## src/rtl/i2cm_pkg.sv

```systemverilog
package i2cm_pkg;

    localparam logic [3:0] FAMILY_CODE = 4'b1010;

    typedef enum logic [2:0] {
        S_IDLE,
        S_DEV,
        S_WADDR,
        S_WDATA,
        S_TX,
        S_MACK
    } cmd_st_t;

endpackage

```

## src/rtl/i2cm_front.sv

```systemverilog
module i2cm_front (
    input  logic clk,
    input  logic rst,
    input  logic scl_i,
    input  logic sda_i,
    output logic scl_s,
    output logic sda_s,
    output logic scl_rise,
    output logic scl_fall,
    output logic start_ev,
    output logic stop_ev
);
    logic [1:0] scl_sync, sda_sync;
    logic       scl_q, sda_q;

    always_ff @(posedge clk) begin
        if (rst) begin
            scl_sync <= 2'b11;
            sda_sync <= 2'b11;
            scl_q    <= 1'b1;
            sda_q    <= 1'b1;
        end else begin
            scl_sync <= {scl_sync[0], scl_i};
            sda_sync <= {sda_sync[0], sda_i};
            scl_q    <= scl_sync[1];
            sda_q    <= sda_sync[1];
        end
    end

    assign scl_s    = scl_sync[1];
    assign sda_s    = sda_sync[1];
    assign scl_rise = scl_s & ~scl_q;
    assign scl_fall = ~scl_s & scl_q;
    assign start_ev = scl_s & scl_q & sda_q & ~sda_s;
    assign stop_ev  = scl_s & scl_q & ~sda_q & sda_s;
endmodule

```

## src/rtl/i2cm_mem.sv

```systemverilog
module i2cm_mem #(
    parameter int A_W = 8
) (
    input  logic           clk,
    input  logic           rst,
    input  logic           we,
    input  logic [A_W-1:0] waddr,
    input  logic [7:0]     wdata,
    input  logic [A_W-1:0] raddr,
    output logic [7:0]     rdata
);
    localparam int DEPTH = 1 << A_W;

    logic [7:0] cells [DEPTH];

    always_ff @(posedge clk) begin
        if (rst) begin
            for (int i = 0; i < DEPTH; i++) cells[i] <= 8'hFF;
        end else if (we) begin
            cells[waddr] <= wdata;
        end
    end

    assign rdata = cells[raddr];
endmodule

```

## src/rtl/i2cm_wrbuf.sv

```systemverilog
module i2cm_wrbuf #(
    parameter int A_W       = 8,
    parameter int PAGE      = 16,
    parameter int WR_CYCLES = 1500
) (
    input  logic           clk,
    input  logic           rst,
    input  logic           clear,
    input  logic           push,
    input  logic [A_W-1:0] push_addr,
    input  logic [7:0]     push_data,
    input  logic           commit,
    output logic           busy,
    output logic           mem_we,
    output logic [A_W-1:0] mem_waddr,
    output logic [7:0]     mem_wdata
);
    localparam int PG_W = $clog2(PAGE);
    localparam int CW   = $clog2(WR_CYCLES + 1);

    logic [7:0]          slot [PAGE];
    logic [PAGE-1:0]     mask;
    logic [A_W-PG_W-1:0] base;
    logic [CW-1:0]       cnt;
    logic [PG_W-1:0]     drain_idx;
    logic                draining;

    assign drain_idx = cnt[PG_W-1:0];
    assign draining  = busy && (cnt < CW'(PAGE));

    always_ff @(posedge clk) begin
        if (rst) begin
            mask <= '0;
            base <= '0;
            cnt  <= '0;
            busy <= 1'b0;
        end else if (busy) begin
            if (cnt == CW'(WR_CYCLES - 1)) begin
                busy <= 1'b0;
                mask <= '0;
                cnt  <= '0;
            end else begin
                cnt <= cnt + 1'b1;
            end
        end else if (commit && |mask) begin
            busy <= 1'b1;
            cnt  <= '0;
        end else if (clear || commit) begin
            mask <= '0;
        end else if (push) begin
            if (mask == '0) base <= push_addr[A_W-1:PG_W];
            mask[push_addr[PG_W-1:0]] <= 1'b1;
        end
    end

    always_ff @(posedge clk) begin
        if (push && !busy) slot[push_addr[PG_W-1:0]] <= push_data;
    end

    assign mem_we    = draining && mask[drain_idx];
    assign mem_waddr = {base, drain_idx};
    assign mem_wdata = slot[drain_idx];


    push_idle_chk: assert property (@(posedge clk) disable iff (rst)
        push |-> !busy);


    same_page_chk: assert property (@(posedge clk) disable iff (rst)
        (push && |mask) |-> (push_addr[A_W-1:PG_W] == base));


    cnt_bound_chk: assert property (@(posedge clk) disable iff (rst)
        busy |-> (cnt < CW'(WR_CYCLES)));
endmodule

```

## src/rtl/i2cm_slave.sv

```systemverilog
module i2cm_slave
    import i2cm_pkg::*;
#(
    parameter int MEM_BYTES = 256,
    parameter int PAGE      = 16,
    parameter int WR_CYCLES = 1500
) (
    input  logic       clk,
    input  logic       rst,
    input  logic       scl_i,
    input  logic       sda_i,
    input  logic [2:0] strap_i,
    output logic       sda_oe
);
    localparam int A_W = $clog2(MEM_BYTES);
    localparam logic [A_W-1:0] PG_MASK = A_W'(PAGE - 1);

    logic scl_s, sda_s, scl_rise, scl_fall, start_ev, stop_ev;

    cmd_st_t        st;
    logic [3:0]     bitcnt;
    logic [7:0]     shreg, txb;
    logic           ack_ph, is_rd, mack;
    logic [A_W-1:0] ptr, waddr_full, ptr_pg_next;
    logic           dev_match, dev_ok, byte_done, rx_state;
    logic           wb_push, wb_commit, wr_busy;
    logic           mem_we;
    logic [A_W-1:0] mem_waddr;
    logic [7:0]     mem_wdata, mem_rdata;

    i2cm_front u_front (
        .clk(clk), .rst(rst), .scl_i(scl_i), .sda_i(sda_i),
        .scl_s(scl_s), .sda_s(sda_s), .scl_rise(scl_rise), .scl_fall(scl_fall),
        .start_ev(start_ev), .stop_ev(stop_ev)
    );

    generate
        if (A_W > 8) begin : g_hi
            logic a8_q;
            always_ff @(posedge clk) begin
                if (rst) a8_q <= 1'b0;
                else if (byte_done && st == S_DEV && dev_ok && !shreg[0]) a8_q <= shreg[1];
            end
            assign waddr_full = {a8_q, shreg};
            assign dev_match  = (shreg[7:4] == FAMILY_CODE) && (shreg[3:2] == strap_i[2:1]);
        end else begin : g_lo
            assign waddr_full = shreg;
            assign dev_match  = (shreg[7:4] == FAMILY_CODE) && (shreg[3:1] == strap_i);
        end
    endgenerate

    assign rx_state    = (st == S_DEV) || (st == S_WADDR) || (st == S_WDATA);
    assign byte_done   = rx_state && !ack_ph && scl_fall && (bitcnt == 4'd8);
    assign dev_ok      = dev_match && !wr_busy;
    assign ptr_pg_next = (ptr & ~PG_MASK) | ((ptr + 1'b1) & PG_MASK);
    assign wb_push     = byte_done && (st == S_WDATA);
    assign wb_commit   = stop_ev && (st == S_WDATA);

    always_ff @(posedge clk) begin
        if (rst) begin
            st     <= S_IDLE;
            bitcnt <= '0;
            shreg  <= '0;
            txb    <= '0;
            sda_oe <= 1'b0;
            ack_ph <= 1'b0;
            is_rd  <= 1'b0;
            mack   <= 1'b0;
            ptr    <= '0;
        end else if (start_ev) begin
            st     <= S_DEV;
            bitcnt <= '0;
            ack_ph <= 1'b0;
            sda_oe <= 1'b0;
        end else if (stop_ev) begin
            st     <= S_IDLE;
            ack_ph <= 1'b0;
            sda_oe <= 1'b0;
        end else begin
            case (st)
                S_DEV, S_WADDR, S_WDATA: begin
                    if (!ack_ph) begin
                        if (scl_rise && bitcnt != 4'd8) begin
                            shreg  <= {shreg[6:0], sda_s};
                            bitcnt <= bitcnt + 1'b1;
                        end else if (byte_done) begin
                            if (st == S_DEV) begin
                                if (dev_ok) begin
                                    ack_ph <= 1'b1;
                                    sda_oe <= 1'b1;
                                    is_rd  <= shreg[0];
                                end else begin
                                    st <= S_IDLE;
                                end
                            end else begin
                                ack_ph <= 1'b1;
                                sda_oe <= 1'b1;
                                ptr    <= (st == S_WADDR) ? waddr_full : ptr_pg_next;
                            end
                        end
                    end else if (scl_fall) begin
                        ack_ph <= 1'b0;
                        bitcnt <= '0;
                        if (st == S_DEV && is_rd) begin
                            st     <= S_TX;
                            txb    <= mem_rdata;
                            sda_oe <= ~mem_rdata[7];
                            ptr    <= ptr + 1'b1;
                            bitcnt <= 4'd1;
                        end else begin
                            sda_oe <= 1'b0;
                            st     <= (st == S_DEV) ? S_WADDR : S_WDATA;
                        end
                    end
                end
                S_TX: begin
                    if (scl_fall) begin
                        if (bitcnt != 4'd8) begin
                            sda_oe <= ~txb[~bitcnt[2:0]];
                            bitcnt <= bitcnt + 1'b1;
                        end else begin
                            sda_oe <= 1'b0;
                            st     <= S_MACK;
                        end
                    end
                end
                S_MACK: begin
                    if (scl_rise) begin
                        mack <= ~sda_s;
                    end else if (scl_fall) begin
                        if (mack) begin
                            st     <= S_TX;
                            txb    <= mem_rdata;
                            sda_oe <= ~mem_rdata[7];
                            ptr    <= ptr + 1'b1;
                            bitcnt <= 4'd1;
                        end else begin
                            st <= S_IDLE;
                        end
                    end
                end
                default: ;
            endcase
        end
    end

    i2cm_wrbuf #(.A_W(A_W), .PAGE(PAGE), .WR_CYCLES(WR_CYCLES)) u_wrbuf (
        .clk(clk), .rst(rst), .clear(start_ev),
        .push(wb_push), .push_addr(ptr), .push_data(shreg),
        .commit(wb_commit), .busy(wr_busy),
        .mem_we(mem_we), .mem_waddr(mem_waddr), .mem_wdata(mem_wdata)
    );

    i2cm_mem #(.A_W(A_W)) u_mem (
        .clk(clk), .rst(rst), .we(mem_we), .waddr(mem_waddr), .wdata(mem_wdata),
        .raddr(ptr), .rdata(mem_rdata)
    );


    oe_low_scl_chk: assert property (@(posedge clk) disable iff (rst)
        $rose(sda_oe) |-> !scl_s);


    oe_ack_chk: assert property (@(posedge clk) disable iff (rst)
        (sda_oe && st != S_TX) |-> ack_ph);


    mack_release_chk: assert property (@(posedge clk) disable iff (rst)
        (st == S_MACK) |-> !sda_oe);


    nomatch_chk: assert property (@(posedge clk) disable iff (rst)
        (byte_done && st == S_DEV && !dev_match) |=> !sda_oe);


    ptr_step_chk: assert property (@(posedge clk) disable iff (rst)
        (st == S_MACK && scl_fall && mack) |=> (ptr == $past(ptr) + 1'b1));
endmodule

```

## config.mk

```make
export PLATFORM = sky130hd
export DESIGN_NAME = i2cm_slave
export DESIGN_NICKNAME = d
export VERILOG_FILES = /design/src/rtl/i2cm_pkg.sv /design/src/rtl/i2cm_front.sv /design/src/rtl/i2cm_mem.sv /design/src/rtl/i2cm_wrbuf.sv /design/src/rtl/i2cm_slave.sv
export SDC_FILE = /design/constraint.sdc
export NUM_CORES = 2
export LEC_CHECK = 0
export ABC_CLOCK_PERIOD_IN_PS = 4400
export BUFFER_PORTS_ARGS = -buffer_cell sky130_fd_sc_hd__buf_2
export CORE_ASPECT_RATIO = 1.75
export CORE_MARGIN = 3
export CORE_UTILIZATION = 60
export CTS_CLUSTER_SIZE = 25
export DETAILED_ROUTE_END_ITERATION = 8
export PLACE_DENSITY_LB_ADDON = 0.15
export SKIP_CTS_REPAIR_TIMING = 1
export SYNTH_ARGS = -nofsm -noshare
export SYNTH_HDL_FRONTEND = slang
export SYNTH_HIERARCHICAL = 1
export SYNTH_SLANG_ARGS = --single-unit
export TNS_END_PERCENT = 10
```

## constraint.sdc

```tcl
create_clock -name clk -period 4.4 [get_ports clk]
set_input_delay 0.44 -clock clk [delete_from_list [all_inputs] [get_ports clk]]
set_output_delay 0.44 -clock clk [all_outputs]
set_load 0.05 [all_outputs]
```

* Word-level counts from Yosys, hierarchy flattened
Memory sizes are Yosys's and may differ from the RTL's. A register that Yosys moved wholly into a read port is not among the register bits.
Index checks and enable logic that the tools add are counted.
** Storage, ports and cells
- Register bits after elaboration :: 73
- Bits in writable memories :: 2176
- Input port bits :: 7
- Output and inout bits :: 1
- Word-level logic and storage cells :: 225
- Memories :: 2
** Memories
- u_mem.cells :: words 256, width 8, rd ports 1, clocked after Yosys merged registers in 1, write ports 256, RTL line i2cm_mem.sv:14 : logic [7:0] cells [DEPTH];
- u_wrbuf.slot :: words 16, width 8, rd ports 1, clocked after Yosys merged registers in 1, write ports 1, RTL line i2cm_wrbuf.sv:21 : logic [7:0] slot [PAGE];
** Operators by class
- Add/subtract/negate cells :: 3
- Order comparisons :: 5
- Equal/unequal tests :: 39
- Multiplexer cells :: 94
- Bitwise gates (word level) :: 23
- Reductions and logical operators :: 41
** Operator list (number)
- two-way mux 8 bit :: 20
- two-way mux 16 bit :: 5
- two-way mux 4 bit :: 10
- two-way mux 1 bit :: 36
- two-way mux 3 bit :: 12
- two-way mux 11 bit :: 3
- one-hot mux 8 bit (2 select lines) :: 2
- AND reduction 9 bit :: 3
- inequality test 5 x 4 -> 1 bit (second input constant) :: 5
- inequality test 3 bit (second input constant) :: 8
- inequality test 2 bit (second input constant) :: 10
- AND reduction 10 bit :: 2
- logical NOT 16 bit :: 1
- inequality test 4 x 3 -> 1 bit (second input constant) :: 4
- OR 16 bit :: 1
- OR reduction 16 bit :: 1
- logical AND 1 bit :: 14
- NOT 1 bit :: 13
- one-hot mux 4 bit (3 select lines) :: 1
- adder 11 x 1 -> 11 bit (second input constant) :: 1
- == test 11 bit (second input constant) :: 1
- < comparator 11 x 5 -> 1 bit (second input constant) :: 1
- AND reduction 11 bit :: 1
- < comparator 4 x 5 -> 1 bit (second input constant) :: 2
- other kinds (31) :: 48

* Logic depth before layout (Yosys ltp)
- Depth in word-level cells :: 12
- Depth in mapped cells :: 16
- Depth with buffers taken out :: 11

* By module
The synthesis kept the hierarchy.
** Modules (own cells, without submodules)
- i2cm_mem :: instances 1, cells an instance 6534, area each 95927.0 µm², sequential area each 61499.0 µm²
- i2cm_wrbuf :: instances 1, cells an instance 427, area each 7006.7 µm², sequential area each 4564.4 µm²
- i2cm_slave :: instances 1, cells an instance 260, area each 2237.1 µm², sequential area each 700.7 µm²
- i2cm_front :: instances 1, cells an instance 16, area each 190.2 µm², sequential area each 120.1 µm²

* Least setup slack after synthesis
OpenSTA, ideal clock, no wires.
- Path type :: reg2reg
- From :: register u_wrbuf.busy
- To :: memory u_mem.cells[109][0], enable pin
- Library setup time :: 0.375 ns
- Arrival :: 3.414 ns
- Data required time :: 4.025 ns
- Slack :: 0.611 ns
- Stages on the path, launching flop included :: 13
- Buffers on the path :: 5
- Period minus slack after synthesis :: 3.789 ns
- Cells stage by stage :: dfxtp_1 clkbuf_8 inv_1 or4_1 or4_1 a211oi_1 nor2b_1 clkbuf_1 clkbuf_1 nand2_1 clkbuf_1 clkbuf_1 o21bai_1
** RTL lines
- from (decl) :: RTL line i2cm_wrbuf.sv:13 : output logic busy,
- from (signal assigned) :: RTL line i2cm_wrbuf.sv:36 : busy <= 1'b0;
- from (signal assigned) :: RTL line i2cm_wrbuf.sv:39 : busy <= 1'b0;
- from (signal assigned) :: RTL line i2cm_wrbuf.sv:46 : busy <= 1'b1;
- to (decl) :: RTL line i2cm_mem.sv:14

==> impl_metrics.tcl <==
set metrics [dict create \
    yosysWarnings 6 \
    wirelength_microns 308000 \
    htreeDepth 4 \
    status "complete, but fails checks" \
    synth-edff-count 2176 \
    worstSetupEndpointType "flop" \
    num_vias 64029 \
    io_pins 8 \
    cp_num_buf_inv 2 \
    cts_made_buffers 203 \
    core_area_sq_um 174000 \
    cts.path.max_buffers 4 \
    clock_latency_ns 0.85 \
    post-route-util_pct 65.9 \
    nFillCells 12184 \
    grt_first_pass_wirelength_microns 447000 \
    cts_root_buf "clkbuf_16" \
    synth_nets 7248 \
    setup_slack_ns -0.0204 \
    startpoint_type "flop" \
    remaining_drc_errors 0 \
    grt_max_degree 114 \
    numPortBuffers 7 \
    violations "capacitance limit, setup timing" \
    dpl.hpwl_microns 206000 \
    dieHeight_microns 560 \
    crit_arrival_ns 5.21 \
    synth_seq_area_share_pct 63.5 \
    chipWidth_microns 323 \
    overflow 0 \
    wl_per_cell_microns 32.7 \
    clock-sinks 2253 \
    min_period_over_period_pct 100 \
    clkTransAtPathRegs_ns 0.07 \
    slew_violations 0 \
    skew_ns 0.0372 \
    cp_cell_sequence "clkinv_2, nor2_4, buf_4, a22oi_1, a21oi_1, nor4_1, nor3b_2, mux2i_1, nor2_1" \
    drtIter0Drc 7220 \
    vdd_drop_max_mv 0.371 \
    cts_tree "yes" \
    p_total_mw 41.8 \
    slew-limit-headroom_pct 0.977 \
    async_flop_share_pct 0 \
    synth-seq-cells 2253 \
    area_delta_synth_final_pct 8.69 \
    grtUsageTotal_pct 34.3 \
    cp.required_ns 5.19 \
    path_class "reg -> reg" \
    p_leak_nw 27.6 \
    die-area_sq_um 181000 \
    antenna_found_initial 12 \
    finalSetupViolCount 1 \
    gp_congestion 1.01 \
    synthCells 7237 \
    hold_path.class "in -> reg" \
    critPathMaxFanout 21 \
    path_delay_family "simple AND/OR/NAND/NOR gates" \
    drtAntennaViolNets 0 \
    first_pass_iters 8 \
    placedCellCount 9073 \
    finalHoldViolations 0 \
    first_global_vias 64882 \
    floorplan.initialDensity_pct 60.6 \
    tightest_slew_ns 1.47 \
    max_freq_ghz 0.226 \
    power_density_nw_per_um2 365 \
    ys.flop_type "edfxtp_1" \
    rsz0062_at_grt "false" \
    drive_gt1_share_pct 30.8 \
    syn_area_sq_um 105000 \
    viasPerCell 6.78 \
    crit_slowest_cell "a21oi_1" \
    yosysUniqueCellTypes 102 \
    slowest_delay_ns 1.04 \
    finalNonFillerCells 9443 \
    avgSynthCellArea_sq_um 14.6 \
    drv_cap 1 \
    nNetsFinal 7048 \
    fin_crit_ns 4.42 \
    hold_slack_ns 0.114 \
    rows 202 \
]
## final timing paths
check | startpoint | endpoint | slack [ns] | cells past startpoint
max | ptr[2] | txb[3] | -0.02 | 9
min | rst | txb[3] | 0.11 | 2
max reg2reg | ptr[2] | txb[3] | -0.02 | 9
min reg2reg | u_wrbuf/mask[6] | u_wrbuf/mask[6] | 0.49 | 2
## metal layers
layer | track usage (%) | routed length, microns | share of wire, % | vias up
met1 | 39.8 | 102000 | 33 | 32714
met4 | 23.2 | 25600 | 8.3 | 8
li1 | - | - | - | 27250
met2 | 58.6 | 158000 | 51 | 3101
met3 | 5.49 | 23300 | 7.5 | 956
met5 | 0 | 54 | 0.018 | -
## registers in the layout, indices dropped and copies added, names as in the netlist, named ones only
| name | flops |
|---|---|
| is_rd | 1 |
| u_wrbuf/mask | 16 |
| u_front/scl_sync | 2 |
| sda_oe | 1 |
| u_wrbuf/cnt | 11 |
| st | 3 |
| u_mem/cells | 2048 |
| u_wrbuf/base | 4 |
| u_wrbuf/slot | 128 |
| u_front/scl_q | 1 |
| u_front/sda_sync | 2 |
| mack | 1 |
| ptr | 8 |
| bitcnt | 4 |
| ack_ph | 1 |
| u_front/sda_q | 1 |
| u_wrbuf/busy | 1 |
| txb | 8 |
| shreg | 8 |
## cell type report
cell class | count | area (sq um) | share of cell area, %
Inverter | 28 | 106 | 0.0929
Antenna cell | 6 | 15.0 | 0.0131
Clock buffer | 260 | 5450 | 4.76
Clock inverter | 101 | 930 | 0.812
Sequential cell | 2253 | 66900 | 58.4
Timing Repair Buffer | 362 | 3350 | 2.93
Tap cell | 2244 | 2810 | 2.45
Multi-Input combinational cell | 4189 | 35000 | 30.5
## placed cells by master, fill, tap and decap left out, types with 43 or more instances in the layout
cell	netlist	final
dfxtp_1	77	70
clkbuf_16	0	208
a22oi_1	132	132
clkbuf_1	590	47
mux2i_1	190	190
buf_12	20	51
a21oi_1	124	124
a21o_1	74	74
edfxtp_1	2176	2176
nor3_1	48	43
or2_2	986	986
nand2b_1	160	148
mux4_2	463	455
o21bai_1	65	65
o21ai_0	46	46
buf_4	25	301
or3_1	1075	1074
nand2_1	223	212
nand3_1	63	56
nor2_1	117	112
## where the power goes
part | internal, mW | switching [mW] | leakage (nW) | total, mW
registers | 23.4 | 0.0163 | 15.7 | 23.4
logic | 0.250 | 0.691 | 8.83 | 0.941
clock network | 9.67 | 7.77 | 3.08 | 17.4
total | 33.3 | 8.48 | 27.6 | 41.8
## logic make-up (layout without fill, tap and decap cells)
logic type,count (synthesis),in the layout,share of synthesized area [%]
flip-flops,2253,2253,63.5
other,0,6,0
multiplexers,672,672,12.0
XOR/XNOR,3,3,0.0249
adder cells (fa/ha/maj),4,4,0.0475
AO/OA/AOI/OAI,682,682,4.74
AND/OR/NAND/NOR,2828,2828,16.0
buffers and inverters,795,751,3.62
## synthesized netlist by cell type, types with 17 or more instances
| cell | instances | area share [%] |
|---|---|---|
| nor2b_1 | 35 | 0.21 |
| or3_1 | 1075 | 6.4 |
| o221ai_1 | 42 | 0.35 |
| nand2_1 | 223 | 0.79 |
| edfxtp_1 | 2176 | 62 |
| inv_1 | 25 | 0.089 |
| a211oi_1 | 34 | 0.24 |
| nand2b_1 | 160 | 0.95 |
| buf_2 | 81 | 0.38 |
| dfxtp_1 | 77 | 1.5 |
| buf_12 | 20 | 0.38 |
| or2_2 | 986 | 5.9 |
| a21oi_1 | 124 | 0.59 |
| a22oi_1 | 132 | 0.94 |
| o21ai_0 | 46 | 0.22 |
| mux2i_1 | 190 | 1.8 |
| o21bai_1 | 65 | 0.46 |
| o22ai_1 | 23 | 0.14 |
| nor2_1 | 117 | 0.42 |
| clkbuf_1 | 590 | 2.1 |
| mux4_2 | 463 | 9.9 |
| nor3_1 | 48 | 0.23 |
| nand3_1 | 63 | 0.30 |
| buf_6 | 27 | 0.29 |
| nor4_1 | 29 | 0.17 |
| buf_4 | 25 | 0.18 |
| a21o_1 | 74 | 0.53 |
| a31oi_1 | 17 | 0.10 |
## through the flow
stage / setup WS, ns / instance area (sq um) / TNS [ns]
floorplan: 0.611 / 105000 / 0
global placement: -0.102 / 108000 / -1.09
detailed placement: -0.109 / 108000 / -2.13
CTS: -0.107 / 114000 / -2.52
global route: 0.00502 / 115000 / 0
finish: -0.0204 / 115000 / -0.0204
No activity file was read; power rests on OpenSTA's default activity.
